<file path="config.mk">
export PLATFORM = sky130hd
export DESIGN_NAME = flt_supervisor
export DESIGN_NICKNAME = d
export VERILOG_FILES = /design/src/rtl/flt_supervisor.sv
export SDC_FILE = /design/constraint.sdc
export NUM_CORES = 1
export LEC_CHECK = 0
export BUFFER_PORTS_ARGS = -buffer_cell sky130_fd_sc_hd__buf_4
export CAP_MARGIN = 40
export CORE_UTILIZATION = 35
export DETAILED_ROUTE_END_ITERATION = 8
export SLEW_MARGIN = 20
export SYNTH_ARGS = -nofsm -noshare
export SYNTH_HDL_FRONTEND = slang
export SYNTH_SLANG_ARGS = --single-unit
</file>
<file path="constraint.sdc">
create_clock -name clk -period 5.1 [get_ports clk]
set_input_delay 0.255 -clock clk [delete_from_list [all_inputs] [get_ports clk]]
set_output_delay 0.255 -clock clk [all_outputs]
set_load 0.02 [all_outputs]
</file>
<file path="src/rtl/flt_supervisor.sv">
module flt_supervisor #(
  parameter int          CNT_W     = 4,
  parameter int          PULSE_LEN = 16,
  parameter logic [3:0]  CFG_RST   = 4'b1100
) (
  input  logic             clk,
  input  logic             por_n,
  input  logic             rst_line_n,
  input  logic             int_fault,
  input  logic             wr_en,
  input  logic             wr_sel,
  input  logic [3:0]       wr_data,
  output logic             rst_out_n,
  output logic             fs_out_n,
  output logic             pgood,
  output logic             cfg_err,
  output logic [CNT_W-1:0] fault_count
);
  localparam int PW = $clog2(PULSE_LEN + 1);
  localparam int SW = CNT_W + 1;

  logic [3:0]       cfg_q, shadow_q;
  logic [CNT_W-1:0] cnt_q;
  logic [PW-1:0]    pcnt_q;
  logic             fs_en_q, pg_en_q, line_q, err_q;

  logic             active, ext_fall, fire, cfg_wr_ok, cfg_wr_bad;
  logic [SW-1:0]    thr, cmax, sum, nxt;

  assign active   = (pcnt_q != '0);
  assign ext_fall = line_q & ~rst_line_n & ~active;

  assign thr  = SW'(cfg_q[1:0]) + SW'(3);
  assign cmax = SW'({cfg_q[1:0], 1'b0}) + SW'(4);
  assign sum  = SW'(cnt_q) + SW'(ext_fall) + SW'(int_fault);
  assign nxt  = (sum > cmax) ? cmax : sum;
  assign fire = (cfg_q[3:2] != 2'b00) && (SW'(cnt_q) < thr) && (nxt >= thr);

  assign cfg_wr_ok  = wr_en & ~wr_sel & (wr_data == ~shadow_q);
  assign cfg_wr_bad = wr_en & ~wr_sel & (wr_data != ~shadow_q);

  always_ff @(posedge clk or negedge por_n) begin
    if (!por_n) begin
      line_q <= 1'b1;
      cnt_q  <= '0;
    end else begin
      line_q <= rst_line_n;
      cnt_q  <= nxt[CNT_W-1:0];
    end
  end

  always_ff @(posedge clk or negedge por_n) begin
    if (!por_n) begin
      pcnt_q  <= '0;
      fs_en_q <= 1'b0;
      pg_en_q <= 1'b0;
    end else if (fire) begin
      pcnt_q  <= PW'(PULSE_LEN);
      fs_en_q <= cfg_q[3];
      pg_en_q <= &cfg_q[3:2];
    end else if (active) begin
      pcnt_q  <= pcnt_q - 1'b1;
    end
  end

  always_ff @(posedge clk or negedge por_n) begin
    if (!por_n) begin
      cfg_q    <= CFG_RST;
      shadow_q <= ~CFG_RST;
      err_q    <= 1'b0;
    end else begin
      if (wr_en && wr_sel) shadow_q <= wr_data;
      if (cfg_wr_ok)       cfg_q    <= wr_data;
      if (cfg_wr_bad)      err_q    <= 1'b1;
    end
  end

  assign rst_out_n   = ~active;
  assign fs_out_n    = ~(active & fs_en_q);
  assign pgood       = ~(active & pg_en_q);
  assign cfg_err     = err_q;
  assign fault_count = cnt_q;
endmodule


</file>
Word-level counts from Yosys, hierarchy flattened. Index checks and enable logic that the tools add are counted.

Word-level logic and storage cells: 41. Input bits: 10. Bits in registers: 21.

$add $sub $neg: 5. Mux-type cells: 3. Equality and inequality tests: 2. Reduce and logical (&&, ||, !) cells: 7. Magnitude comparators: 3. Bitwise gates (word level): 13.

Operators by type and width (number): 5-bit 2-to-1 mux (3); 1-bit bitwise AND (7); 4-bit by 1-bit adder with 5-bit output (1); 5-bit by 1-bit adder with 5-bit output (1); 5-bit by 3-bit >= comparator with 1-bit output (1); 5-bit by 4-bit greater-than comparator with 1-bit output (1); 1-bit NOT (5); 5-bit nonzero test (1); 5-bit by 1-bit subtractor with 5-bit output, second input constant (1); 3-bit by 3-bit adder with 4-bit output, second input constant (1); 4-bit == test (1); 4-bit by 3-bit < comparator with 1-bit output (1); 4-bit != test (1); 4-bit NOT (1); 2-bit nonzero test (2); 2-bit by 2-bit adder with 3-bit output, second input constant (1); 1-bit logical AND (3); 2-bit AND reduction (1).

Longest topological paths before layout.
Word-level depth: 10. Mapped depth: 19. Mapped depth without buffers: 19.

Least setup slack after synthesis. OpenSTA, ideal clock, no wires.

Kind: register to register. Start point: register pcnt_q[0]. End point: register fs_en_q. Data required time: 4975 ps. Arrival time: 3885 ps. Setup time: 125 ps. Setup slack: 1090 ps. Cell stages (with the launch flop): 20. Cell sequence: dfrtp_1 > inv_1 > ha_1 > nand3b_1 > nor3b_1 > fa_1 > ha_1 > xor2_1 > ha_1 > and4b_1 > a211oi_2 > nor2_1 > nand2_1 > o21ai_0 > ha_1 > nand2_1 > o21ai_1 > nor2_1 > a211oi_4 > mux2_4.

Longest elaborated chain between the ends: 9.

RTL lines: start, declared (line 24) `logic [PW-1:0] pcnt_q;`; start signal, assigned (line 58) `pcnt_q <= PW'(PULSE_LEN);`; start signal, assigned (line 62) `pcnt_q <= pcnt_q - 1'b1;`; 5-bit nonzero test * (line 30) `assign active = (pcnt_q != '0);`; 1-bit NOT * (line 31) `assign ext_fall = line_q & ~rst_line_n & ~active;`; 1-bit bitwise AND * (line 31); 4-bit by 1-bit adder with 5-bit output * (line 35) `assign sum = SW'(cnt_q) + SW'(ext_fall) + SW'(int_fault);`; 5-bit by 1-bit adder with 5-bit output * (line 35); 5-bit by 4-bit greater-than comparator with 1-bit output (line 36) `assign nxt = (sum > cmax) ? cmax : sum;`; 5-bit 2-to-1 mux * (line 36); via nxt[1] (line 28) `logic [SW-1:0] thr, cmax, sum, nxt;`; 5-bit by 3-bit >= comparator with 1-bit output * (line 37) `assign fire = (cfg_q[3:2] != 2'b00) && (SW'(cnt_q) < thr) && (nxt >= thr);`; 1-bit logical AND * (line 37); end signal, assigned (line 59) `fs_en_q <= cfg_q[3];`; end, declared (line 25) `logic fs_en_q, pg_en_q, line_q, err_q;`.

The timed path passes the listed nets; every way through them passes the cells marked *. A chain may end at the register's enable or synchronous reset.

Worst setup path in the final report. Ends and elaborated chain as after synthesis.

==> results.rst <==
.. list-table::
   :header-rows: 1

   * - Metric
     - Value
   * - Worst flop-to-flop path startpoint
     - pcnt_q[0]
   * - Post-place setup slack
     - ~530 ps
   * - Period utilization
     - 0.892
   * - Pin count of the biggest net entering global routing
     - 22
   * - Startpoint types
     - flop
   * - Util after Layout
     - 0.453
   * - CTS resizes
     - 0
   * - Transition time of the tightest slew-check pin
     - 406 ps
   * - First-pass detailed-route iteration total
     - 3
   * - Status
     - completed
   * - Hold Vio Cnt, Final
     - 0
   * - Number of distinct standard cells referenced by the synthesized netlist
     - 35
   * - Instance count of the mapped netlist
     - between 100 and 150
   * - Via density
     - approximately 4.8
   * - Clock Latency Late Sink
     - around 290 ps
   * - I/O Pins
     - 18
   * - Combinational power share
     - 0.619
   * - Synthesized flop and latch total
     - 21
   * - Unrepaired setup endpoints after global routing
     - false
   * - Starting DRC count in detailed routing
     - 20
   * - Post-synthesis sequential area ratio
     - 0.440
   * - DRC violations left
     - 0
   * - Total setup violations reported at the end of the flow
     - 0
   * - Antenna-violating nets left
     - 0
   * - CTS tree
     - yes
   * - Final RePlAce weighted congestion
     - 0.813
   * - Half-perimeter wire length after placement
     - 1700 µm
   * - Crit Path Category
     - reg -> reg
   * - Worst Hold Margin
     - 66.3 ps
   * - Final routed wirelength across all metal layers
     - 2100 µm
   * - Clock tree root driver cell
     - sky130_fd_sc_hd__clkbuf_4
   * - Post-layout nets
     - 156
   * - Standard-cell row count
     - 20
   * - Power per unit of standard cell area
     - between 600 and 700 nW/µm²
   * - Clock edge transition at the registers on the reported setup and hold paths
     - ~110 ps
   * - Die area
     - ~3700 µm²
   * - Static leakage power
     - 0.665 nW
   * - H-Tree Depth
     - 1
   * - Tightest slew margin relative to the limit
     - 0.728
   * - PortBufs
     - 17
   * - Hold path startpoint
     - rst_line_n
   * - Mean instance size in the synthesized netlist
     - ~11 µm²
   * - Total internal power
     - approximately 0.55 mW
   * - Initial core utilization
     - 0.384
   * - Wire length of the first global-routing pass
     - 3600 µm
   * - Sequential share of power
     - 0.302
   * - Syn. warnings
     - 0
   * - Switching part of the total power
     - 0.448
   * - DR WL/cell
     - around 12 µm
   * - Maximum resistive drop on vdd
     - ~0.25 mV
   * - CTS Buf Count
     - 3
   * - Overall Global Routing Usage
     - 0.134
   * - Count of maximum capacitance violations
     - 0
   * - Overflow left after global routing
     - 0
   * - Post-Synthesis Cell Area
     - between 1000 and 1500 µm²
   * - Vias
     - 845
   * - Data arrival time of the critical path
     - 4740 ps
   * - Maximum achievable frequency
     - roughly 220 MHz
   * - Power share of the clock group
     - 0.078
   * - Number of global-route vias before repair
     - slightly below 900
   * - Share of cells above drive strength 1
     - 0.295
   * - Floorplan die height
     - slightly above 60 µm
   * - Startpoint of the most critical setup path
     - pcnt_q[0]
   * - Worst Hold Path Cells
     - 1
   * - PnR worst setup slack
     - approximately 550 ps
   * - Type of the most critical hold path
     - in -> reg
   * - Worst reg2reg path depth
     - 19
   * - Die outline width
     - ~60 µm
   * - Largest buffer count on any clock path
     - 2
   * - Antenna violations before repair
     - 0
   * - ANT cells
     - 0
   * - Req. time, crit path
     - 5290 ps
   * - Synth Net Count
     - 133
   * - Clock Sinks
     - 21
   * - CP endpoint kind
     - flop
   * - Syn-to-layout area delta
     - 18.1%
   * - Worst-path maximum fanout
     - 7
   * - Final sum of negative setup slack
     - 0 ps
   * - Fin crit period
     - 4550 ps
   * - Final Skew
     - between 1 and 1.5 ps
   * - Net switching power of the design
     - 0.448 mW
   * - Max-slew violation count
     - 0
   * - CORE AREA
     - ~3200 µm²
power groups by stage:
stage | registers (mW) | clock network [mW] | logic (mW)
6_report | 0.302 | 0.0783 | 0.620
4_1_cts | 0.302 | 0.0837 | 0.628
3_5_place_dp | 0.305 | 0 | 0.625
5_1_grt | 0.312 | 0.0887 | 0.702
2_1_floorplan | 0.311 | 0 | 0.464
3_3_place_gp | 0.305 | 0 | 0.606
timing repair:
item,CTS,global route
hold buffers,1,0
buffers inserted,0,0
endpoints found under the hold margin,16,0
sequential cells by signal (all words and copies together) (netlist names):
register,flops
fault_count,4
line_q,1
pcnt_q,5
cfg_q,4
shadow_q,4
pg_en_q,1
cfg_err,1
fs_en_q,1
critical path, cell delays in order (launching register included):
cell,delay [ps]
sky130_fd_sc_hd__dfrtp_1,410
sky130_fd_sc_hd__inv_1,110
sky130_fd_sc_hd__ha_1,180
sky130_fd_sc_hd__nand3b_1,220
sky130_fd_sc_hd__nor3b_1,370
sky130_fd_sc_hd__fa_1,260
sky130_fd_sc_hd__ha_1,180
sky130_fd_sc_hd__xor2_1,200
sky130_fd_sc_hd__ha_1,280
sky130_fd_sc_hd__and4b_1,190
sky130_fd_sc_hd__a211oi_2,300
sky130_fd_sc_hd__nor2_1,150
sky130_fd_sc_hd__nand2_1,80
sky130_fd_sc_hd__o21ai_0,110
sky130_fd_sc_hd__ha_1,300
sky130_fd_sc_hd__nand2_1,50
sky130_fd_sc_hd__o21ai_1,190
sky130_fd_sc_hd__nor2_1,100
sky130_fd_sc_hd__a211oi_4,430
sky130_fd_sc_hd__mux2_4,330
metal layers:
metal	vias up	track usage	wire (µm)
li1	426	-	-
met1	406	0.156	934
met2	11	0.237	1080
met3	2	0.0277	69
met4	0	0.0584	14
met5	-	0	0
through the flow:
step	total power, mW	std cells	area, µm²
global route	1.10	176	1430
detailed placement	0.931	171	1390
CTS	1.01	176	1430
floorplan	0.775	110	1210
global placement	0.911	171	1390
finish	1.00	176	1430
cell type report:
cell class / count / area, µm²
fill: 327 / 1720
multi-input combinational: 80 / 644
sequential: 21 / 532
timing repair buffer: 18 / 138
tap: 44 / 55.1
inverter: 9 / 33.8
clock buffer: 4 / 26.3
cells in the final DEF, fill, tap and decap left out:
cell,instances
sky130_fd_sc_hd__xnor2_1,2
sky130_fd_sc_hd__nor2b_1,1
sky130_fd_sc_hd__mux2i_1,1
sky130_fd_sc_hd__dlygate4sd3_1,1
sky130_fd_sc_hd__nand3b_1,1
sky130_fd_sc_hd__nand2b_1,1
sky130_fd_sc_hd__nand4_1,1
sky130_fd_sc_hd__dfrtp_1,16
sky130_fd_sc_hd__buf_4,17
sky130_fd_sc_hd__clkbuf_1,1
sky130_fd_sc_hd__a211oi_1,2
sky130_fd_sc_hd__xnor2_2,1
sky130_fd_sc_hd__or2_4,1
sky130_fd_sc_hd__o211ai_1,1
sky130_fd_sc_hd__a211oi_2,1
sky130_fd_sc_hd__dfstp_2,5
sky130_fd_sc_hd__and4b_1,1
sky130_fd_sc_hd__mux2_4,1
sky130_fd_sc_hd__clkbuf_4,3
sky130_fd_sc_hd__mux2_2,6
sky130_fd_sc_hd__and3_1,1
sky130_fd_sc_hd__nor3b_2,1
sky130_fd_sc_hd__nor4_2,1
sky130_fd_sc_hd__nand3_1,1
sky130_fd_sc_hd__a211oi_4,1
sky130_fd_sc_hd__nor3b_1,1
sky130_fd_sc_hd__nor2_1,9
sky130_fd_sc_hd__nand2_1,11
sky130_fd_sc_hd__a31o_2,1
sky130_fd_sc_hd__a21oi_1,3
sky130_fd_sc_hd__ha_1,12
sky130_fd_sc_hd__xor2_1,5
sky130_fd_sc_hd__inv_1,9
sky130_fd_sc_hd__o21ai_0,5
sky130_fd_sc_hd__fa_1,1
sky130_fd_sc_hd__o21ai_1,1
sky130_fd_sc_hd__nor3_1,3
sky130_fd_sc_hd__a211o_1,1
sky130_fd_sc_hd__o21a_1,1
synthesized netlist by cell type:
library cell | number | area (µm²)
sky130_fd_sc_hd__and3_1 | 1 | 6.26
sky130_fd_sc_hd__nor3b_2 | 1 | 12.5
sky130_fd_sc_hd__fa_1 | 1 | 20.0
sky130_fd_sc_hd__o211ai_1 | 1 | 7.51
sky130_fd_sc_hd__a21oi_1 | 3 | 15.0
sky130_fd_sc_hd__a211o_1 | 1 | 8.76
sky130_fd_sc_hd__xor2_1 | 5 | 43.8
sky130_fd_sc_hd__a31o_2 | 1 | 8.76
sky130_fd_sc_hd__mux2_2 | 6 | 67.6
sky130_fd_sc_hd__xnor2_2 | 1 | 16.3
sky130_fd_sc_hd__o21ai_0 | 5 | 25.0
sky130_fd_sc_hd__nand3_1 | 1 | 5.00
sky130_fd_sc_hd__nor4_2 | 1 | 12.5
sky130_fd_sc_hd__nor3_1 | 3 | 15.0
sky130_fd_sc_hd__inv_1 | 9 | 33.8
sky130_fd_sc_hd__nor2_1 | 9 | 33.8
sky130_fd_sc_hd__o21a_1 | 1 | 7.51
sky130_fd_sc_hd__mux2_4 | 1 | 15.0
sky130_fd_sc_hd__or2_4 | 1 | 8.76
sky130_fd_sc_hd__dfrtp_1 | 16 | 400
sky130_fd_sc_hd__a211oi_2 | 1 | 12.5
sky130_fd_sc_hd__nand2_1 | 11 | 41.3
sky130_fd_sc_hd__xnor2_1 | 2 | 17.5
sky130_fd_sc_hd__nand3b_1 | 1 | 7.51
sky130_fd_sc_hd__dfstp_2 | 5 | 131
sky130_fd_sc_hd__and4b_1 | 1 | 10.0
sky130_fd_sc_hd__nor2b_1 | 1 | 6.26
sky130_fd_sc_hd__nand4_1 | 1 | 6.26
sky130_fd_sc_hd__a211oi_1 | 2 | 15.0
sky130_fd_sc_hd__nor3b_1 | 1 | 7.51
sky130_fd_sc_hd__o21ai_1 | 1 | 5.00
sky130_fd_sc_hd__nand2b_1 | 1 | 6.26
sky130_fd_sc_hd__mux2i_1 | 1 | 10.0
sky130_fd_sc_hd__ha_1 | 12 | 150
sky130_fd_sc_hd__a211oi_4 | 1 | 20.0
logic make-up (layout without fill, tap and decap cells):
| logic type | Yosys count | count (layout) | share of synthesized area |
|---|---|---|---|
| adders and majority gates | 13 | 13 | 0.141 |
| muxes | 8 | 8 | 0.0765 |
| DFF | 21 | 21 | 0.440 |
| buffers and inverters | 9 | 31 | 0.0279 |
| and+or+nand+nor | 34 | 34 | 0.148 |
| xor gates and xnor gates | 8 | 8 | 0.0641 |
| AOI/OAI and AO/OA | 17 | 17 | 0.103 |
worst paths after layout:
kind                       slack (ps)          end
setup / recovery                  550      fs_en_q
hold / removal                     70       line_q
setup reg to reg                  550      fs_en_q
hold reg to reg                   490      cfg_err
max in group asynchronous        4460  shadow_q[0]
min in group asynchronous         360      cfg_err
Note: power is estimated with default switching activity, not from simulation.
